[config.mk]
export PLATFORM = sky130hd
export DESIGN_NAME = ingress_frame_buffer
export DESIGN_NICKNAME = d
export VERILOG_FILES = /design/src/rtl/ifb_pkg.sv /design/src/rtl/ifb_store.sv /design/src/rtl/ifb_wr_flow.sv /design/src/rtl/ifb_read_gate.sv /design/src/rtl/ingress_frame_buffer.sv
export SDC_FILE = /design/constraint.sdc
export NUM_CORES = 1
export LEC_CHECK = 0
export BUFFER_PORTS_ARGS = -buffer_cell sky130_fd_sc_hd__buf_4
export CAP_MARGIN = 30
export CORE_AREA = 10 10 241 243
export DETAILED_ROUTE_END_ITERATION = 10
export DIE_AREA = 0 0 251 253
export GPL_ROUTABILITY_DRIVEN = 0
export HOLD_SLACK_MARGIN = 0.03
export PLACE_DENSITY = 0.71
export SYNTH_ARGS = -nofsm -noshare
export SYNTH_HDL_FRONTEND = slang
export SYNTH_SLANG_ARGS = --single-unit
[constraint.sdc]
create_clock -name clk -period 3.9 [get_ports clk]
set_input_delay 0.195 -clock clk [delete_from_list [all_inputs] [get_ports clk]]
set_output_delay 0.195 -clock clk [all_outputs]
set_load 0.01 [all_outputs]
[src/rtl/ifb_pkg.sv]
package ifb_pkg;

  // Words a writer may still push after it sees ready low
  localparam int unsigned OVERRUN_WORDS = 4;

  // Threshold sanity: backpressure must sit above memory-full, and the
  // almost-full level must leave room for the writer's overrun.
  function automatic logic thresholds_bad(input int unsigned bp,
                                          input int unsigned full,
                                          input int unsigned af,
                                          input int unsigned depth);
    return (bp <= full) || (af + OVERRUN_WORDS > depth);
  endfunction

  // Occupancy after one cycle of push/pop
  function automatic int unsigned occ_after(input int unsigned occ,
                                            input logic push,
                                            input logic pop);
    return occ + {31'b0, push} - {31'b0, pop};
  endfunction

endpackage

[src/rtl/ifb_store.sv]
module ifb_store #(
  parameter int W     = 34,
  parameter int DEPTH = 16,
  localparam int PTR_W = $clog2(DEPTH),
  localparam int CNT_W = $clog2(DEPTH + 1)
) (
  input  logic             clk,
  input  logic             rst_n,
  input  logic             push,
  input  logic             pop,
  input  logic [W-1:0]     din,
  output logic [W-1:0]     head,
  output logic [CNT_W-1:0] count
);

  logic [W-1:0]     mem [DEPTH];
  logic [PTR_W-1:0] wr_ptr, rd_ptr;
  logic [CNT_W-1:0] cnt_q;

  function automatic logic [PTR_W-1:0] bump(input logic [PTR_W-1:0] p);
    return (p == PTR_W'(DEPTH - 1)) ? '0 : p + 1'b1;
  endfunction

  always_ff @(posedge clk) begin
    if (push) mem[wr_ptr] <= din;
  end

  always_ff @(posedge clk or negedge rst_n) begin
    if (!rst_n) begin
      wr_ptr <= '0;
      rd_ptr <= '0;
      cnt_q  <= '0;
    end else begin
      if (push) wr_ptr <= bump(wr_ptr);
      if (pop)  rd_ptr <= bump(rd_ptr);
      cnt_q <= CNT_W'(ifb_pkg::occ_after(32'(cnt_q), push, pop));
    end
  end

  assign head  = mem[rd_ptr];
  assign count = cnt_q;

  // never remove from an empty store
  a_r6_no_pop_empty: assert property (@(posedge clk) disable iff (!rst_n)
    pop |-> (count != '0));

  // never store into a full store
  a_r8_no_push_full: assert property (@(posedge clk) disable iff (!rst_n)
    push |-> (count != CNT_W'(DEPTH)));

endmodule

[src/rtl/ifb_wr_flow.sv]
module ifb_wr_flow #(
  parameter int DEPTH = 16,
  localparam int CNT_W = $clog2(DEPTH + 1)
) (
  input  logic             clk,
  input  logic             rst_n,
  input  logic             wr_valid,
  input  logic             pop,
  input  logic [CNT_W-1:0] count,
  input  logic [CNT_W-1:0] af_level,
  output logic             push,
  output logic             wr_ready,
  output logic             overflow
);

  logic             full;
  logic             drop_evt;
  logic [CNT_W-1:0] next_occ;
  logic             ready_q;
  logic             ovf_q;

  assign full     = (count == CNT_W'(DEPTH));
  assign push     = wr_valid && !full;
  assign drop_evt = wr_valid && full;
  assign next_occ = CNT_W'(ifb_pkg::occ_after(32'(count), push, pop));

  always_ff @(posedge clk or negedge rst_n) begin
    if (!rst_n) begin
      ready_q <= 1'b0;
      ovf_q   <= 1'b0;
    end else begin
      ready_q <= (next_occ < af_level);
      ovf_q   <= ovf_q | drop_evt;
    end
  end

  assign wr_ready = ready_q;
  assign overflow = ovf_q;

  // overflow never clears outside reset
  a_r8_overflow_sticky: assert property (@(posedge clk) disable iff (!rst_n)
    overflow |=> overflow);

  // overflow only rises after a write met a full buffer
  a_r8_overflow_cause: assert property (@(posedge clk) disable iff (!rst_n)
    $rose(overflow) |-> $past(wr_valid && full));

endmodule

[src/rtl/ifb_read_gate.sv]
module ifb_read_gate #(
  parameter int DEPTH  = 16,
  parameter int CELL_W = 10,
  localparam int CNT_W = $clog2(DEPTH + 1)
) (
  input  logic              clk,
  input  logic              rst_n,
  input  logic [CNT_W-1:0]  count,
  input  logic              head_eof,
  input  logic              push_eof,
  input  logic [CELL_W-1:0] free_cells,
  input  logic [CELL_W-1:0] bp_thresh,
  input  logic              rd_accept,
  output logic              rd_valid,
  output logic              pop
);

  logic [CNT_W-1:0] eof_cnt;
  logic             in_frame;
  logic             start_ok;
  logic             frame_held;
  logic             pop_eof;

  assign start_ok   = (free_cells >= bp_thresh);
  assign frame_held = (eof_cnt != '0);
  assign rd_valid   = in_frame || (frame_held && start_ok);
  assign pop        = rd_valid && rd_accept;
  assign pop_eof    = pop && head_eof;

  always_ff @(posedge clk or negedge rst_n) begin
    if (!rst_n) begin
      eof_cnt  <= '0;
      in_frame <= 1'b0;
    end else begin
      eof_cnt <= CNT_W'(ifb_pkg::occ_after(32'(eof_cnt), push_eof, pop_eof));
      if (pop) in_frame <= !head_eof;
    end
  end

  // no new frame start while shared memory is short of cells
  a_r3_hold_start: assert property (@(posedge clk) disable iff (!rst_n)
    (!in_frame && (free_cells < bp_thresh)) |-> !rd_valid);

  // a started frame keeps being offered to its end
  a_r4_finish_frame: assert property (@(posedge clk) disable iff (!rst_n)
    (rd_valid && rd_accept && !head_eof) |=> rd_valid);

  // complete frames counted never exceed stored words
  a_r5_complete_only: assert property (@(posedge clk) disable iff (!rst_n)
    eof_cnt <= count);

  // something is stored whenever a word is offered
  a_r5_offer_nonempty: assert property (@(posedge clk) disable iff (!rst_n)
    rd_valid |-> (count != '0));

endmodule

[src/rtl/ingress_frame_buffer.sv]
module ingress_frame_buffer #(
  parameter int DATA_W = 32,
  parameter int DEPTH  = 16,
  parameter int CELL_W = 10,
  localparam int CNT_W = $clog2(DEPTH + 1),
  localparam int WORD_W = DATA_W + 2
) (
  input  logic              clk,
  input  logic              rst_n,
  input  logic [DATA_W-1:0] wr_data,
  input  logic              wr_valid,
  input  logic              wr_sof,
  input  logic              wr_eof,
  output logic              wr_ready,
  output logic [DATA_W-1:0] rd_data,
  output logic              rd_sof,
  output logic              rd_eof,
  output logic              rd_valid,
  input  logic              rd_accept,
  input  logic [CELL_W-1:0] free_cells,
  input  logic [CELL_W-1:0] bp_thresh,
  input  logic [CELL_W-1:0] full_thresh,
  input  logic [CNT_W-1:0]  af_level,
  output logic              cfg_err,
  output logic              overflow
);

  logic              push, pop;
  logic [WORD_W-1:0] din, head;
  logic [CNT_W-1:0]  count;

  assign din = {wr_sof, wr_eof, wr_data};

  ifb_store #(.W(WORD_W), .DEPTH(DEPTH)) i_store (
    .clk   (clk),
    .rst_n (rst_n),
    .push  (push),
    .pop   (pop),
    .din   (din),
    .head  (head),
    .count (count)
  );

  ifb_wr_flow #(.DEPTH(DEPTH)) i_wr_flow (
    .clk      (clk),
    .rst_n    (rst_n),
    .wr_valid (wr_valid),
    .pop      (pop),
    .count    (count),
    .af_level (af_level),
    .push     (push),
    .wr_ready (wr_ready),
    .overflow (overflow)
  );

  ifb_read_gate #(.DEPTH(DEPTH), .CELL_W(CELL_W)) i_read_gate (
    .clk        (clk),
    .rst_n      (rst_n),
    .count      (count),
    .head_eof   (head[DATA_W]),
    .push_eof   (push && wr_eof),
    .free_cells (free_cells),
    .bp_thresh  (bp_thresh),
    .rd_accept  (rd_accept),
    .rd_valid   (rd_valid),
    .pop        (pop)
  );

  assign rd_data = head[DATA_W-1:0];
  assign rd_eof  = head[DATA_W];
  assign rd_sof  = head[DATA_W+1];

  assign cfg_err = ifb_pkg::thresholds_bad(32'(bp_thresh), 32'(full_thresh),
                                           32'(af_level), DEPTH);

  // with a steady level, ready is low whenever occupancy is at or above it
  a_r1_ready_drops: assert property (@(posedge clk) disable iff (!rst_n)
    ($stable(af_level) && (count >= af_level)) |-> !wr_ready);

  // with a sane level, a ready-honouring writer never meets a full buffer
  a_r2_headroom: assert property (@(posedge clk) disable iff (!rst_n)
    (wr_ready && !cfg_err && $stable(af_level)) |-> (count != CNT_W'(DEPTH)));

endmodule

# ---- After elaboration in Yosys (flattened, before gate mapping)
# Memory sizes are Yosys's and may differ from the RTL's.
# Cells that the tools add are included.
dict set report op_classes {
  add_sub_neg 7
  n_lt_le_gt_ge 4
  eq_ne 3
  muxes 4
  n_bitwise 1
  n_reduce_logical 11
}
# cell count
set op_table {}
lappend op_table {{adder 5 x 1 -> 5 bit} 2}
lappend op_table {{>= comparator 10 bit} 1}
lappend op_table {{less-or-equal comparator 10 bit} 1}
lappend op_table {{subtractor 5 x 1 -> 5 bit} 2}
lappend op_table {{adder 4 x 1 -> 4 bit (second input constant)} 2}
lappend op_table {{== test 4 bit (second input constant)} 2}
lappend op_table {{two-way mux 4 bit} 2}
lappend op_table {{adder 5 x 3 -> 6 bit (second input constant)} 1}
lappend op_table {{greater-than comparator 6 x 5 -> 1 bit (second input constant)} 1}
lappend op_table {{logical AND 1 bit} 6}
lappend op_table {{== test 5 bit (second input constant)} 1}
lappend op_table {{less-than comparator 5 bit} 1}
lappend op_table {{nonzero test 5 bit} 1}
lappend op_table {{logical NOT 1 bit} 2}
lappend op_table {{logical OR 1 bit} 2}
lappend op_table {{two-way mux 1 bit} 2}
lappend op_table {{bitwise OR 1 bit} 1}
dict set report totals {
  ff_bits 21
  mem_bits_rw 544
  elab_cells 38
  n_memories 1
}
# name words word_bits read_ports rd_ports_with_merged_regs wr line
set memory_table {}
lappend memory_table {i_store.mem 16 34 1 0 1 ifb_store.sv:16} ;# logic [W-1:0] mem [DEPTH];

# ---- Longest topological paths before layout
dict set report logic_depth {
  ltp_word 6
  ltp_mapped 18
}

# ---- Cells and area by module
# From an unflattened synthesis, not the netlist that was laid out.
dict set report hier_totals {
  cells_unflattened 1155
  hier_area_um2 22854.4
}
# module n_inst cells_per_inst area_per_inst_um2 seq_area_each_um2
set by_module_without_submodules {}
lappend by_module_without_submodules {ifb_store 1 999 21533.2 16661.0}
lappend by_module_without_submodules {ifb_read_gate 1 78 688.2 150.1}
lappend by_module_without_submodules {ifb_wr_flow 1 41 355.3 50.0}
lappend by_module_without_submodules {ingress_frame_buffer 1 37 277.8 0.0}

# ---- Worst setup path before layout
# OpenSTA, ideal clock, no wires.
dict set report synth_timing {
  kind {register to register}
  start {register i_store.cnt_q[2] (netlist: i_store.count[2])}
  end {memory i_store.mem[11][0], enable pin}
  arrival_ps 3639
  required_ps 3425
  path_slack_ps -214
  path_stages_with_launch 7
  n_path_buf 0
  synth_period_minus_slack_ps 4114
  path_cell_list {dfrtp_1 -> inv_1 -> ha_1 -> nor4bb_1 -> nor2b_1 -> nand2_1 -> nor3b_1}
}
dict set report synth_between {
  elab_chain_len 5
}
# item line
set synth_lines {}
lappend synth_lines {{from (decl)} ifb_store.sv:18} ;# logic [CNT_W-1:0] cnt_q;
lappend synth_lines {{from (signal assigned)} ifb_store.sv:36} ;# cnt_q <= CNT_W'(ifb_pkg::occ_after(32'(cnt_q), push, pop));
lappend synth_lines {{== test 5 bit} ifb_wr_flow.sv:22} ;# assign full = (count == CNT_W'(DEPTH));
lappend synth_lines {{logical NOT 1 bit} ifb_wr_flow.sv:23} ;# assign push = wr_valid && !full;
lappend synth_lines {{logical AND 1 bit} ifb_wr_flow.sv:23}
lappend synth_lines {{two-way mux 1 bit} ifb_store.sv:25} ;# if (push) mem[wr_ptr] <= din;
lappend synth_lines {{two-way mux 1 bit (implied by the code)} ifb_store.sv:25}
lappend synth_lines {{to (decl)} ifb_store.sv:16}
# Every way passes these cells.

# ---- Final worst setup path
dict set report layout_timing {
  start {register i_read_gate.eof_cnt[2]}
  end {register i_wr_flow.ready_q (netlist: i_wr_flow.wr_ready)}
}
dict set report layout_between {
  elab_chain_len 6
}
# item line
set layout_lines {}
lappend layout_lines {{from (decl)} ifb_read_gate.sv:18} ;# logic [CNT_W-1:0] eof_cnt;
lappend layout_lines {{from (signal assigned)} ifb_read_gate.sv:35} ;# eof_cnt <= CNT_W'(ifb_pkg::occ_after(32'(eof_cnt), push_eof, pop_eof));
lappend layout_lines {{nonzero test 5 bit} ifb_read_gate.sv:25} ;# assign frame_held = (eof_cnt != '0);
lappend layout_lines {{logical AND 1 bit} ifb_read_gate.sv:26} ;# assign rd_valid = in_frame || (frame_held && start_ok);
lappend layout_lines {{logical OR 1 bit} ifb_read_gate.sv:26}
lappend layout_lines {{logical AND 1 bit} ifb_read_gate.sv:27} ;# assign pop = rd_valid && rd_accept;
lappend layout_lines {{via i_read_gate.pop} ifb_read_gate.sv:15} ;# output logic pop
lappend layout_lines {{subtractor 5 x 1 -> 5 bit} ifb_pkg.sv:19} ;# return occ + {31'b0, push} - {31'b0, pop};
lappend layout_lines {{via i_wr_flow.next_occ[2]} ifb_wr_flow.sv:18} ;# logic [CNT_W-1:0] next_occ;
lappend layout_lines {{less-than comparator 5 bit} ifb_wr_flow.sv:32} ;# ready_q <= (next_occ < af_level);
lappend layout_lines {{to (signal assigned)} ifb_wr_flow.sv:32}
lappend layout_lines {{to (decl)} ifb_wr_flow.sv:19} ;# logic ready_q;
# The timed path passes the listed nets, and every way through them passes these cells.
# A chain may end at the register's enable or synchronous reset.

==> impl_metrics.json <==
{
  "setup_ws_ns": 0.367,
  "stdcell_area_mm2": 0.0267,
  "synth_top_family_by_area": "multiplexers",
  "worstMarginPinSlew_ns": 0.992,
  "first_pass_iters": 5,
  "cts_inserted_buffers": 56,
  "crit_fanout": 5,
  "worst-path-stages": 17,
  "vias": 10900,
  "clk_path_buf_depth": 3,
  "core_mm2": 0.0533,
  "grt_overflow_total": 0,
  "clkSinkCount": 565,
  "num-fill-cells": 4210,
  "synthMuxAreaShare": 0.151,
  "hold_depth": 5,
  "power_density_mw_per_mm2": 700,
  "first_global_vias": 11700,
  "p_leak_uw": 0.00900,
  "fp.dieH_um": 253,
  "arrival_ns": 4.06,
  "synthAdderAreaFrac": 0.0244,
  "portBuffers": 110,
  "initial_utilization": 0.425,
  "utilization": 0.501,
  "r2r_cells": 17,
  "remaining_drc_errors": 0,
  "hold_ws_ns": 0.0958,
  "synth-compound-area-share": 0.0313,
  "syn2layout_area_growth_pct": 17.9,
  "post_cts_buffers": 0,
  "async_flop_share": 0.0372,
  "ys.flop_type": "edfxtp_1",
  "synth-simple-area-share": 0.0235,
  "grt_max_degree": 100,
  "maxSlewHeadroom": 0.339,
  "dieArea_mm2": 0.0635,
  "rsz0062_at_grt": "no",
  "avgRoutedWirePerCell_um": 23.3,
  "finalCritPeriodShare": 0.906,
  "critPathMostFrequentCell": "ha_1",
  "track_usage": 0.147,
  "rows": 85,
  "grt_pass1_wl_um": 71800,
  "peakVddDrop_mv": 0.486,
  "clockRootBuffer": "clkbuf_16",
  "cts.reportedPaths.clkPinSlew_ns": 0.06,
  "final_antenna_net_count": 0,
  "dp_slack_ns": 0.305,
  "clock_latency_ns": 0.60,
  "ys_seq_area_frac": 0.745,
  "crit_buf_inv": 3,
  "ys_seq_elements": 565,
  "vias_per_cell": 5.42,
  "hold_viol": 0,
  "wl_um": 47000,
  "status": "finished, final reports clean",
  "setup_viol": 0,
  "max_freq_mhz": 283,
  "worst_clock_skew_ns": 0.0139,
  "synth_area_per_cell_um2": 20.9,
  "fin_nets": 1387,
  "placed_area_mm2": 0.0244,
  "timing.critical_path.cells": "inv_1 -> ha_1 -> nor4b_2 -> nor2b_1 -> a22o_1 -> a21oi_2 -> inv_1 -> ha_1 -> inv_1 -> ha_1 -> fa_1 -> xor2_1 -> ha_1 -> nor2b_1 -> o21ai_0 -> nand2b_1 -> a21oi_1",
  "drive_above_1_share": 0.300,
  "power_uw": 18700,
  "multiInputGateArea_mm2": 0.00535,
  "startpoint_type": "register",
  "fp.dieW_um": 251,
  "worstPathRequired_ns": 4.43,
  "cap_violations": 0,
  "min_period_ns": 3.53,
  "dp_hpwl_um": 26600,
  "synth_area_mm2": 0.0226,
  "critical_path_class": "register to register",
  "synth_edf_count": 544,
  "first_iter_violations": 983,
  "ctsHtreeMaxLevel": 2,
  "crit_slowest_cell": "fa_1",
  "cpPeakStageDelay_ns": 0.44,
  "cp_top_family": "adder cells",
  "regArea_mm2": 0.0169,
  "slew_violations": 0,
  "syn-instance-count": 1084,
  "antenna_found_initial": 2,
  "synth_xor_xnor_area_share": 0.00387,
  "synth_fp_nets": 1200,
  "cp-end-kind": "register",
  "ioPinCount": 111,
  "hold_path_class": "primary input to register",
  "cts_tree": "yes",
  "yosysWarnings": 0,
  "synth_cell_type_count": 46
}
-- tightest hold or removal path, delay by kind of cell --
| family | cells | cell delay (ns) |
|---|---|---|
| fa+ha+maj | 1 | 0.14 |
| simple gates | 1 | 0.09 |
| compound gates | 1 | 0.06 |
| buf+inv | 2 | 0.18 |
-- what timing repair did --
| item | 4_1_cts | 5_1_grt |
|---|---|---|
| resized for setup | 0 | 0 |
| hold buffers | 39 | 0 |
| endpoints found under the hold margin | 568 | 0 |
-- logic make-up (layout without fill, tap and decap cells) --
| family | Yosys count | after routing |
|---|---|---|
| AO/OA/AOI/OAI | 109 | 109 |
| AND/OR/NAND/NOR | 90 | 90 |
| flip-flops | 565 | 565 |
| XOR/XNOR | 10 | 10 |
| buffers and inverters | 96 | 329 |
| other | 0 | 2 |
| adder cells (fa/ha/maj) | 43 | 43 |
| multiplexers | 171 | 171 |
-- area by class of cell --
class / instances / share of cell area
clock buffer: 61 / 0.0532
tap: 696 / 0.0326
multi-input combinational: 423 / 0.200
antenna: 2 / 0.000187
sequential: 565 / 0.632
timing repair buffer: 183 / 0.0601
clock inverter: 43 / 0.0157
inverter: 42 / 0.00590
-- metrics by stage --
stage / std cells / setup TNS, ns
finish: 2015 / 0
global route: 2015 / 0
CTS: 2012 / 0
detailed placement: 1869 / 0
global placement: 1869 / 0
floorplan: 1084 / -0.393
-- state kept, by name, summed over array words and instances (netlist names) --
register / flops
i_store.mem: 544
i_read_gate.eof_cnt: 5
i_store.count: 5
i_store.rd_ptr: 4
i_store.wr_ptr: 4
i_read_gate.in_frame: 1
i_wr_flow.overflow: 1
i_wr_flow.wr_ready: 1
-- metal layers --
layer  vias to the layer above  part of all wire  GRT usage  wire, µm
li1                       4827                 -          -         -
met1                      5725              0.42      0.192     19800
met2                       297              0.51      0.248     23800
met3                        69             0.048     0.0243      2260
met4                         0             0.024     0.0497      1120
met5                         -                 0          0         0
-- report_power, final --
| part | leakage (µW) | internal, µW | switching (µW) | total (µW) |
|---|---|---|---|---|
| Sequential | 0.00516 | 7300 | 307 | 7610 |
| Combinational | 0.00295 | 2760 | 2940 | 5700 |
| Clock | 0.000898 | 3100 | 2260 | 5360 |
-- cells in the final DEF, fill, tap and decap left out, types with 4 or more instances in the layout --
cell,count
edfxtp_1,544
dfrtp_1,17
a21o_1,5
a211oi_2,5
clkinvlp_4,4
inv_1,42
a211oi_1,29
bufinv_16,7
clkinv_1,12
clkbuf_16,56
buf_12,9
dfrtp_4,4
nand2_1,11
nor2_1,9
dlygate4sd3_1,39
ha_1,41
mux4_2,136
o21ai_0,10
clkbuf_1,5
a21oi_1,48
clkinv_2,13
xnor2_1,7
nor2b_1,39
buf_4,134
nand3_1,4
mux2i_1,34
and3_2,6
-- worst paths after layout --
check | to | slack, ns | start
setup reg to reg | i_wr_flow.wr_ready | 0.37 | i_read_gate.eof_cnt[2]
setup / recovery | i_wr_flow.wr_ready | 0.37 | i_read_gate.eof_cnt[2]
max in group asynchronous | i_store.rd_ptr[1] | 2.91 | rst_n
hold / removal | i_wr_flow.wr_ready | 0.1 | af_level[3]
min in group asynchronous | i_read_gate.eof_cnt[4] | 0.57 | rst_n
hold reg to reg | i_wr_flow.overflow | 0.48 | i_wr_flow.overflow
-- synthesized netlist by cell type, types with 2 or more instances --
cell type | count | area, µm²
a211o_1 | 2 | 17.5
a211oi_1 | 29 | 218
a211oi_2 | 5 | 62.6
a21o_1 | 5 | 37.5
a21oi_1 | 48 | 240
and2_1 | 5 | 31.3
and3_1 | 7 | 43.8
and4_1 | 4 | 35.0
buf_1 | 5 | 18.8
buf_2 | 13 | 65.1
buf_4 | 5 | 37.5
buf_6 | 9 | 101
clkbuf_1 | 21 | 78.8
dfrtp_1 | 21 | 526
edfxtp_1 | 544 | 16300
fa_1 | 2 | 40.0
ha_1 | 41 | 513
inv_1 | 42 | 158
mux2i_1 | 34 | 340
mux4_2 | 136 | 3060
nand2_1 | 11 | 41.3
nand2b_1 | 3 | 18.8
nand3_1 | 4 | 20.0
nor2_1 | 10 | 37.5
nor2b_1 | 39 | 244
nor3b_1 | 2 | 15.0
o21ai_0 | 10 | 50.1
xnor2_1 | 7 | 61.3
xor2_1 | 3 | 26.3
(Power assumes the default switching activity.)
